`src/rtl/adc_scan_pkg.sv`:
```
// Shared types and helpers for the A/D scan controller.
// Assumes spacing codes are fixed at 2 bits and that tick rate is given per µs.
package adc_scan_pkg;

    typedef enum logic [1:0] {
        SQ_IDLE  = 2'd0,
        SQ_ISSUE = 2'd1,
        SQ_CONV  = 2'd2,
        SQ_SPACE = 2'd3
    } seq_state_t;

    // Number of ticks between samples for a spacing code.
    function automatic int unsigned spacing_ticks(input logic [1:0] code,
                                                  input int unsigned tpu);
        case (code)
            2'b00:   return 20 * tpu;
            2'b01:   return 15 * tpu;
            2'b10:   return 10 * tpu;
            default: return 4 * tpu;
        endcase
    endfunction

endpackage

```
`src/rtl/adc_scan_trig.sv`:
```
// Launch source selection: software strobe, falling edge of internal timer
// or external pin, plus a registered external gate.
// Assumes input levels are already synchronous to clk.
module adc_scan_trig (
    input  logic clk,
    input  logic rst_n,
    input  logic hw_en_i,
    input  logic hw_sel_i,
    input  logic sw_start_i,
    input  logic timer_i,
    input  logic ext_i,
    input  logic gate_en_i,
    input  logic gate_i,
    output logic hw_trig_o,
    output logic sw_trig_o,
    output logic gate_ok_o
);
    logic [1:0] tmr_q;
    logic [1:0] ext_q;
    logic       gate_q;
    logic       tmr_fall;
    logic       ext_fall;

    // Two-stage history of each launch source plus a registered gate.
    always_ff @(posedge clk) begin
        if (!rst_n) begin
            tmr_q  <= 2'b00;
            ext_q  <= 2'b00;
            gate_q <= 1'b1;
        end else begin
            tmr_q  <= {tmr_q[0], timer_i};
            ext_q  <= {ext_q[0], ext_i};
            gate_q <= gate_i;
        end
    end

    // Falling-edge detection and source selection.
    always_comb begin
        tmr_fall  = tmr_q[1] & ~tmr_q[0];
        ext_fall  = ext_q[1] & ~ext_q[0];
        hw_trig_o = hw_en_i & (hw_sel_i ? tmr_fall : ext_fall);
        sw_trig_o = sw_start_i & ~hw_en_i;
        gate_ok_o = ~gate_en_i | gate_q;
    end

endmodule

```
`src/rtl/adc_scan_ivl.sv`:
```
// Inter-sample spacing counter. Loaded with a tick count from the spacing
// code and counted down on each tick while run is high. Flags the last tick.
// Assumes load and run are never high in the same cycle.
module adc_scan_ivl #(
    parameter int unsigned TICKS_PER_US = 10
) (
    input  logic       clk,
    input  logic       rst_n,
    input  logic       load_i,
    input  logic [1:0] code_i,
    input  logic       tick_i,
    input  logic       run_i,
    output logic       expired_o
);
    import adc_scan_pkg::*;

    localparam int unsigned MAX_TICKS = 20 * TICKS_PER_US;
    localparam int unsigned CW        = $clog2(MAX_TICKS + 1);

    logic [CW-1:0] cnt;

    // Load on scan step, count down on ticks while allowed to run.
    always_ff @(posedge clk) begin
        if (!rst_n)
            cnt <= '0;
        else if (load_i)
            cnt <= CW'(spacing_ticks(code_i, TICKS_PER_US));
        else if (run_i && tick_i && cnt != '0)
            cnt <= cnt - 1'b1;
    end

    // The final tick of the window ends the spacing.
    always_comb expired_o = run_i && tick_i && (cnt == CW'(1));


    spacing_freeze_chk: assert property (@(posedge clk) disable iff (!rst_n)
        (!load_i && !(run_i && tick_i)) |=> $stable(cnt));

endmodule

```
`src/rtl/adc_scan_seq.sv`:
```
// Conversion sequencer: owns channel bounds and pointer, issues converter
// starts, steps through a scan, pushes results and flags dropped launches.
// Assumes the converter answers each start with exactly one done pulse.
module adc_scan_seq #(
    parameter int unsigned CH_W = 5,
    parameter int unsigned D_W  = 16
) (
    input  logic            clk,
    input  logic            rst_n,
    input  logic            lo_wr_i,
    input  logic [CH_W-1:0] lo_chan_i,
    input  logic            hi_wr_i,
    input  logic [CH_W-1:0] hi_chan_i,
    input  logic            scan_en_i,
    input  logic            hw_trig_i,
    input  logic            sw_trig_i,
    input  logic            gate_ok_i,
    input  logic            adc_busy_i,
    input  logic            adc_done_i,
    input  logic [D_W-1:0]  adc_data_i,
    input  logic            ivl_expired_i,
    output logic            ivl_load_o,
    output logic            ivl_run_o,
    output logic            adc_start_o,
    output logic [CH_W-1:0] adc_chan_o,
    output logic            busy_o,
    output logic            fifo_wr_o,
    output logic [D_W-1:0]  fifo_data_o,
    output logic            overrun_o
);
    import adc_scan_pkg::*;

    seq_state_t      st, st_nxt;
    logic [CH_W-1:0] lo_q, hi_q, ptr_q;
    logic            accept;
    logic            at_top;
    logic            step;

    // Next-state and strobe decode for the scan sequence.
    always_comb begin
        st_nxt      = st;
        adc_start_o = 1'b0;
        ivl_load_o  = 1'b0;
        at_top      = (ptr_q == hi_q);
        step        = (st == SQ_CONV) && adc_done_i;
        accept      = (st == SQ_IDLE) && (hw_trig_i || (sw_trig_i && !adc_busy_i));
        case (st)
            SQ_IDLE:  if (accept) st_nxt = SQ_ISSUE;
            SQ_ISSUE: if (gate_ok_i) begin
                          adc_start_o = 1'b1;
                          st_nxt      = SQ_CONV;
                      end
            SQ_CONV:  if (adc_done_i) begin
                          if (scan_en_i && !at_top) begin
                              st_nxt     = SQ_SPACE;
                              ivl_load_o = 1'b1;
                          end else begin
                              st_nxt = SQ_IDLE;
                          end
                      end
            SQ_SPACE: if (ivl_expired_i) st_nxt = SQ_ISSUE;
            default:  st_nxt = SQ_IDLE;
        endcase
        ivl_run_o  = (st == SQ_SPACE) && gate_ok_i;
        busy_o     = scan_en_i ? (st != SQ_IDLE) : adc_busy_i;
        adc_chan_o = ptr_q;
    end

    // State register.
    always_ff @(posedge clk) begin
        if (!rst_n) st <= SQ_IDLE;
        else        st <= st_nxt;
    end

    // Channel bounds and current pointer; a low-bound write reloads the pointer.
    always_ff @(posedge clk) begin
        if (!rst_n) begin
            lo_q  <= '0;
            hi_q  <= '0;
            ptr_q <= '0;
        end else begin
            if (lo_wr_i) lo_q <= lo_chan_i;
            if (hi_wr_i) hi_q <= hi_chan_i;
            if (lo_wr_i)   ptr_q <= lo_chan_i;
            else if (step) ptr_q <= at_top ? lo_q : ptr_q + 1'b1;
        end
    end

    // Result push and dropped-launch flag.
    always_ff @(posedge clk) begin
        if (!rst_n) begin
            fifo_wr_o   <= 1'b0;
            fifo_data_o <= '0;
            overrun_o   <= 1'b0;
        end else begin
            fifo_wr_o   <= step;
            if (step) fifo_data_o <= adc_data_i;
            overrun_o   <= hw_trig_i && (st != SQ_IDLE);
        end
    end


    result_push_chk: assert property (@(posedge clk) disable iff (!rst_n)
        ((st == SQ_CONV) && adc_done_i) |=> fifo_wr_o);


    drop_flag_chk: assert property (@(posedge clk) disable iff (!rst_n)
        overrun_o |-> ($past(st) != SQ_IDLE));


    idle_hold_chk: assert property (@(posedge clk) disable iff (!rst_n)
        ((st == SQ_IDLE) && !hw_trig_i && !sw_trig_i) |=> (st == SQ_IDLE));


    start_pulse_chk: assert property (@(posedge clk) disable iff (!rst_n)
        adc_start_o |=> !adc_start_o);

endmodule

```
`src/rtl/adc_scan_ctrl.sv`:
```
// Top of the A/D scan controller: joins launch selection, the sequencer
// and the spacing counter. Assumes all inputs are synchronous to clk.
module adc_scan_ctrl #(
    parameter int unsigned CH_W         = 5,
    parameter int unsigned D_W          = 16,
    parameter int unsigned TICKS_PER_US = 10
) (
    input  logic            clk,
    input  logic            rst_n,
    input  logic            tick_i,
    input  logic            sw_start_i,
    input  logic            lo_wr_i,
    input  logic [CH_W-1:0] lo_chan_i,
    input  logic            hi_wr_i,
    input  logic [CH_W-1:0] hi_chan_i,
    input  logic            scan_en_i,
    input  logic            hwclk_en_i,
    input  logic            hwclk_sel_i,
    input  logic            gate_en_i,
    input  logic [1:0]      spacing_i,
    input  logic            timer_i,
    input  logic            ext_trig_i,
    input  logic            ext_gate_i,
    input  logic            adc_busy_i,
    input  logic            adc_done_i,
    input  logic [D_W-1:0]  adc_data_i,
    output logic            adc_start_o,
    output logic [CH_W-1:0] adc_chan_o,
    output logic            busy_o,
    output logic            fifo_wr_o,
    output logic [D_W-1:0]  fifo_data_o,
    output logic            overrun_o
);
    logic hw_trig, sw_trig, gate_ok;
    logic ivl_load, ivl_run, ivl_expired;

    adc_scan_trig u_trig (
        .clk        (clk),
        .rst_n      (rst_n),
        .hw_en_i    (hwclk_en_i),
        .hw_sel_i   (hwclk_sel_i),
        .sw_start_i (sw_start_i),
        .timer_i    (timer_i),
        .ext_i      (ext_trig_i),
        .gate_en_i  (gate_en_i),
        .gate_i     (ext_gate_i),
        .hw_trig_o  (hw_trig),
        .sw_trig_o  (sw_trig),
        .gate_ok_o  (gate_ok)
    );

    adc_scan_seq #(.CH_W(CH_W), .D_W(D_W)) u_seq (
        .clk           (clk),
        .rst_n         (rst_n),
        .lo_wr_i       (lo_wr_i),
        .lo_chan_i     (lo_chan_i),
        .hi_wr_i       (hi_wr_i),
        .hi_chan_i     (hi_chan_i),
        .scan_en_i     (scan_en_i),
        .hw_trig_i     (hw_trig),
        .sw_trig_i     (sw_trig),
        .gate_ok_i     (gate_ok),
        .adc_busy_i    (adc_busy_i),
        .adc_done_i    (adc_done_i),
        .adc_data_i    (adc_data_i),
        .ivl_expired_i (ivl_expired),
        .ivl_load_o    (ivl_load),
        .ivl_run_o     (ivl_run),
        .adc_start_o   (adc_start_o),
        .adc_chan_o    (adc_chan_o),
        .busy_o        (busy_o),
        .fifo_wr_o     (fifo_wr_o),
        .fifo_data_o   (fifo_data_o),
        .overrun_o     (overrun_o)
    );

    adc_scan_ivl #(.TICKS_PER_US(TICKS_PER_US)) u_ivl (
        .clk       (clk),
        .rst_n     (rst_n),
        .load_i    (ivl_load),
        .code_i    (spacing_i),
        .tick_i    (tick_i),
        .run_i     (ivl_run),
        .expired_o (ivl_expired)
    );


    gate_block_chk: assert property (@(posedge clk) disable iff (!rst_n)
        (gate_en_i && !gate_ok) |-> !adc_start_o);

endmodule

```
`config.mk`:
```
export PLATFORM = sky130hd
export DESIGN_NAME = adc_scan_ctrl
export DESIGN_NICKNAME = d
export VERILOG_FILES = /design/src/rtl/adc_scan_pkg.sv /design/src/rtl/adc_scan_trig.sv /design/src/rtl/adc_scan_ivl.sv /design/src/rtl/adc_scan_seq.sv /design/src/rtl/adc_scan_ctrl.sv
export SDC_FILE = /design/constraint.sdc
export NUM_CORES = 1
export LEC_CHECK = 0
export CORE_MARGIN = 2
export CORE_UTILIZATION = 45
export DETAILED_ROUTE_END_ITERATION = 7
export DONT_BUFFER_PORTS = 1
export PLACE_DENSITY = 0.63
export SLEW_MARGIN = 10
export SYNTH_ARGS = -nofsm -noshare
export SYNTH_HDL_FRONTEND = slang
export SYNTH_SLANG_ARGS = --single-unit
```
`constraint.sdc`:
```
create_clock -name clk -period 4.89 [get_ports clk]
set_clock_uncertainty 0.2 [all_clocks]
set_input_delay 1.2225 -clock clk [delete_from_list [all_inputs] [get_ports clk]]
set_output_delay 1.2225 -clock clk [all_outputs]
set_load 0.02 [all_outputs]
```
Yosys cells after proc, flatten, opt, wreduce, memory -nomap -nowiden

Index checks and enable logic that the tools add are counted.

Add/subtract/negate cells: 2
Equality and inequality tests: 11
Muxes and demuxes: 19
Bitwise operators: 9
Reductions and logical operators: 19

Operators by type and width:

| operator                                              | number |
|---|---|
| case mux 8 bit (3 select lines)                       | 1 |
| 2-to-1 mux 8 bit                                      | 2 |
| 2-to-1 mux 5 bit                                      | 3 |
| 2-to-1 mux 2 bit                                      | 5 |
| logical AND 1 bit                                     | 9 |
| equality test 8 x 1 -> 1 bit, second input constant   | 1 |
| case mux 2 bit (4 select lines)                       | 1 |
| nonzero test 8 bit                                    | 1 |
| subtractor 8 x 1 -> 8 bit, second input constant      | 1 |
| 2-to-1 mux 1 bit                                      | 7 |
| equality test 2 bit, second input constant            | 3 |
| nonzero test 2 bit                                    | 3 |
| adder 5 x 1 -> 5 bit, second input constant           | 1 |
| equality test 5 bit                                   | 1 |
| AND 1 bit                                             | 4 |
| equality test 2 x 1 -> 1 bit, second input constant   | 2 |
| logical NOT 2 bit                                     | 2 |
| inequality test 2 x 1 -> 1 bit, second input constant | 2 |
| inequality test 2 bit, second input constant          | 2 |
| inverter 1 bit                                        | 4 |
| AND reduction 4 bit                                   | 1 |
| logical NOT 1 bit                                     | 2 |
| logical OR 1 bit                                      | 1 |
| bitwise OR 1 bit                                      | 1 |

Bits in registers: 48
Bits of input ports: 43
Logic and storage cells: 71

Longest topological paths before layout

Depth after elaboration: 8
Gate-level depth with buffers: 9
Depth with buffers taken out: 7

Modules after synthesis

From an unflattened synthesis, not the netlist that was laid out.

Cell total of the unflattened synthesis: 268
Area, all modules: 2366.0 um^2

By module, submodules not included:

| module        | instances | cells each | area each (um^2) | sequential area each (um^2) |
|---|---|---|---|---|
| adc_scan_seq  | 1         | 183        | 1627.8           | 700.7 |
| adc_scan_ivl  | 1         | 70         | 570.5            | 160.2 |
| adc_scan_trig | 1         | 15         | 167.7            | 100.1 |

Worst setup path after synthesis

OpenSTA, ideal clock, no wires.

Kind: input port to output port
Start point: input scan_en_i
End point: output busy_o
Arrival time: 1.628 ns
Required time: 3.468 ns
Path slack: 1.840 ns
Stages on the path: 1
Cells stage by stage: mux2i_1

Longest elaborated chain between the ends: 1

RTL lines:

| element          | RTL line            | text |
|---|---|---|
| start, declared  | adc_scan_ctrl.sv:16 | `input logic scan_en_i,` |
| 2-to-1 mux 1 bit | adc_scan_seq.sv:65  | `busy_o = scan_en_i ? (st != SQ_IDLE) : adc_busy_i;` |
| end, declared    | adc_scan_ctrl.sv:29 | `output logic busy_o,` |

No other way between the ends.

Worst setup path in the final report

Ends and elaborated chain as after synthesis.

==> reports/metrics.yaml <==
synth_compound_area_frac: 0.156
slew_headroom: 0.479
place_congestion: 0.845
num_vias: 1821
start_kind: "input port"
fp.dieW_um: 75.8
dp_cells: 331
synthFlopType: "dfxtp_1"
fmax_mhz: 327
worstPathCellList: "mux2i_1"
dp_hpwl_mm: 3.54
dieArea_um2: 5740
muxShareOfSynthArea: 0.0702
hold_viol: 0
hold_path_class: "flip-flop to flip-flop"
ant_nets: 0
worstSetupPathType: "input port to output port"
cts_tree: "done"
vdd_drop_max_uv: 201
worstMarginPinSlew_ps: 780
crit_fanout: 4
cts.htree.levels: 2
cpMaxStageDelayCell: "mux2i_1"
first_pass_iters: 4
avgSynthCellArea_um2: 8.52
synth-xor-area-share: 0.0265
clockBufferDepth: 2
synthSimpleGateAreaFrac: 0.234
synth_seq_cells: 48
synth_top_family_by_area: "simple AND/OR/NAND/NOR gates"
cts_buffers: 5
cp-startpoint: "scan_en_i"
drc: 0
synth_nets: 326
area_delta_synth_final_pct: 5.56
final_common_cell: "dfxtp_1"
synth_edf_count: 0
first_global_vias: 1641
worst-endpoint-required_ps: 3470
rsz0062_at_grt: "no"
synthAdderAreaFrac: 0.0594
worst-path-buf-inv: 0
crit_family: "multiplexers"
start_util: 0.460
status: "finished, final reports clean"
p_comb_frac: 0.125
intPower_mw: 0.539
io_pins: 68
ys_warn_count: 0
async_flop_share: 0
via_per_inst: 5.39
track_usage: 0.172
ys_types: 49
setup_viol: 0
p_leak_nw: 0.957
grt_overflow: 0
p_sw_frac: 0.264
clk_pin_slew_ps: 80
wl_mm: 4.86
worstPathArrival_ps: 1640
antennaDiodeCount: 0
reg2reg_from: "u_seq.st[0]"
grt_pass1_wl_mm: 7.46
wl_per_cell_um: 14.4
antenna_found_initial: 0
root_buffer: "clkbuf_8"
cts_sinks: 48
post_cts_buffers: 0
endpoint_kind: "output port"
finalSetupTns_ps: 0
pwr_density_cell_nw_per_um2: 299
syn_inst: 272
min_period_over_period: 0.626
hp-start: "u_trig.tmr_q[0]"
port_buffers: 0
final-instance-count-excl-fill: 338
pwr-share-clk: 0.299
drt_iter0_drc: 58
fp.coreArea_um2: 5040
netSwitchingPower_mw: 0.193
num_rows: 26
grt_max_degree: 27
synth_area_um2: 2320
drv_cap: 0
layout_common_cells: "48 x dfxtp_1, 40 x nand2_1, 24 x a21oi_1"
hold_buffers: 0
ctsResizeCount: 0
synth-seq-area-share: 0.415
worstSkewPairLatency_ps: 290
drv_slew: 0
drive_above_1_share: 0.0597
seqPwrFrac: 0.576
layout.nets: 322
die_h_um: 75.8
slowest_delay_ps: 410
finalCriticalPeriod_ps: 3060
-- per-stage QoR --
| stage | util | hold WS, ps | setup slack (ps) | power [mW] | cell area, um^2 |
|---|---|---|---|---|---|
| detailed placement | 0.470 | 232 | 1830 | 0.521 | 2370 |
| finish | 0.485 | 250 | 1830 | 0.732 | 2450 |
| CTS | 0.485 | 253 | 1830 | 0.743 | 2450 |
| floorplan | - | 222 | 1840 | 0.506 | 2320 |
| global route | 0.485 | 271 | 1800 | 0.770 | 2450 |
| global placement | 0.470 | 231 | 1820 | 0.520 | 2370 |
-- kinds of logic (layout without fill, tap and decap cells) --
kind of cell | after synthesis | after routing
fa+ha+maj | 11 | 11
compound gates | 58 | 58
buf+inv | 24 | 20
flops | 48 | 48
xor+xnor | 7 | 7
mux | 16 | 16
simple gates | 108 | 108
-- power groups by stage --
stage,Clock (mW),Combinational [mW],Sequential (mW)
final,0.219,0.0915,0.422
after global routing,0.244,0.102,0.424
after CTS,0.230,0.0905,0.422
after detailed placement,0,0.0899,0.431
after global placement,0,0.0885,0.431
after floorplan,0,0.0782,0.428
-- final cells by class --
cell class	instances	area, um^2
Fill cell	494	2600
Tap cell	70	87.6
Inverter	11	41.3
Clock inverter	1	5.00
Timing Repair Buffer	2	15.0
Multi-Input combinational cell	200	1260
Clock buffer	6	72.6
Sequential cell	48	961
-- state kept, by name (all words and copies together), names as in the netlist --
name and count:
u_ivl.cnt 8, u_seq.adc_chan_o 5, u_seq.fifo_data_o 16, u_seq.fifo_wr_o 1
u_seq.hi_q 5, u_seq.lo_q 5, u_seq.overrun_o 1, u_seq.st 2
u_trig.ext_q 2, u_trig.gate_q 1, u_trig.tmr_q 2
-- worst reg2reg max path: cells and delay by family (launching register included) --
kind / cells / cell delay [ps]
simple gates: 2 / 1020
flops: 1 / 350
compound gates: 1 / 240
fa+ha+maj: 1 / 230
buf+inv: 1 / 90
-- synth_stat cells (2+ instances only) --
cell type	n	area share
dfxtp_1	48	0.41
nand2_1	40	0.065
a21oi_1	24	0.052
nor2_1	22	0.036
mux2i_1	14	0.060
ha_1	11	0.059
inv_1	11	0.018
clkbuf_1	8	0.013
nand3_1	8	0.017
and2_1	7	0.019
nor3_1	7	0.015
o21ai_0	6	0.013
xor2_1	6	0.023
a211oi_1	5	0.016
o21ai_1	4	0.0086
and3_1	3	0.0081
buf_1	3	0.0049
nand4_1	3	0.0081
o21a_1	3	0.0097
o31ai_1	3	0.0097
a311oi_1	2	0.0076
buf_2	2	0.0043
mux2_1	2	0.0097
nand2b_1	2	0.0054
nand3b_1	2	0.0065
nor2b_1	2	0.0054
or3_1	2	0.0054
-- layer usage --
layer  up-vias  global-route usage  routed length [um]
met5         -                   0                   0
met4         0              0.0526                  40
met3         4              0.0556                 228
met2        39               0.296                2530
met1       851               0.204                2050
li1        927                   -                   -
-- path summary, 6_finish.rpt --
path | end | slack (ps) | cells past startpoint
worst max-delay path | busy_o | 1830 | 1
worst min-delay path | u_trig.tmr_q[1] | 250 | 1
worst max register to register | u_seq.adc_chan_o[2] | 2660 | 5
worst min register to register | u_trig.tmr_q[1] | 250 | 1
Note: power is estimated with default switching activity, not from simulation.
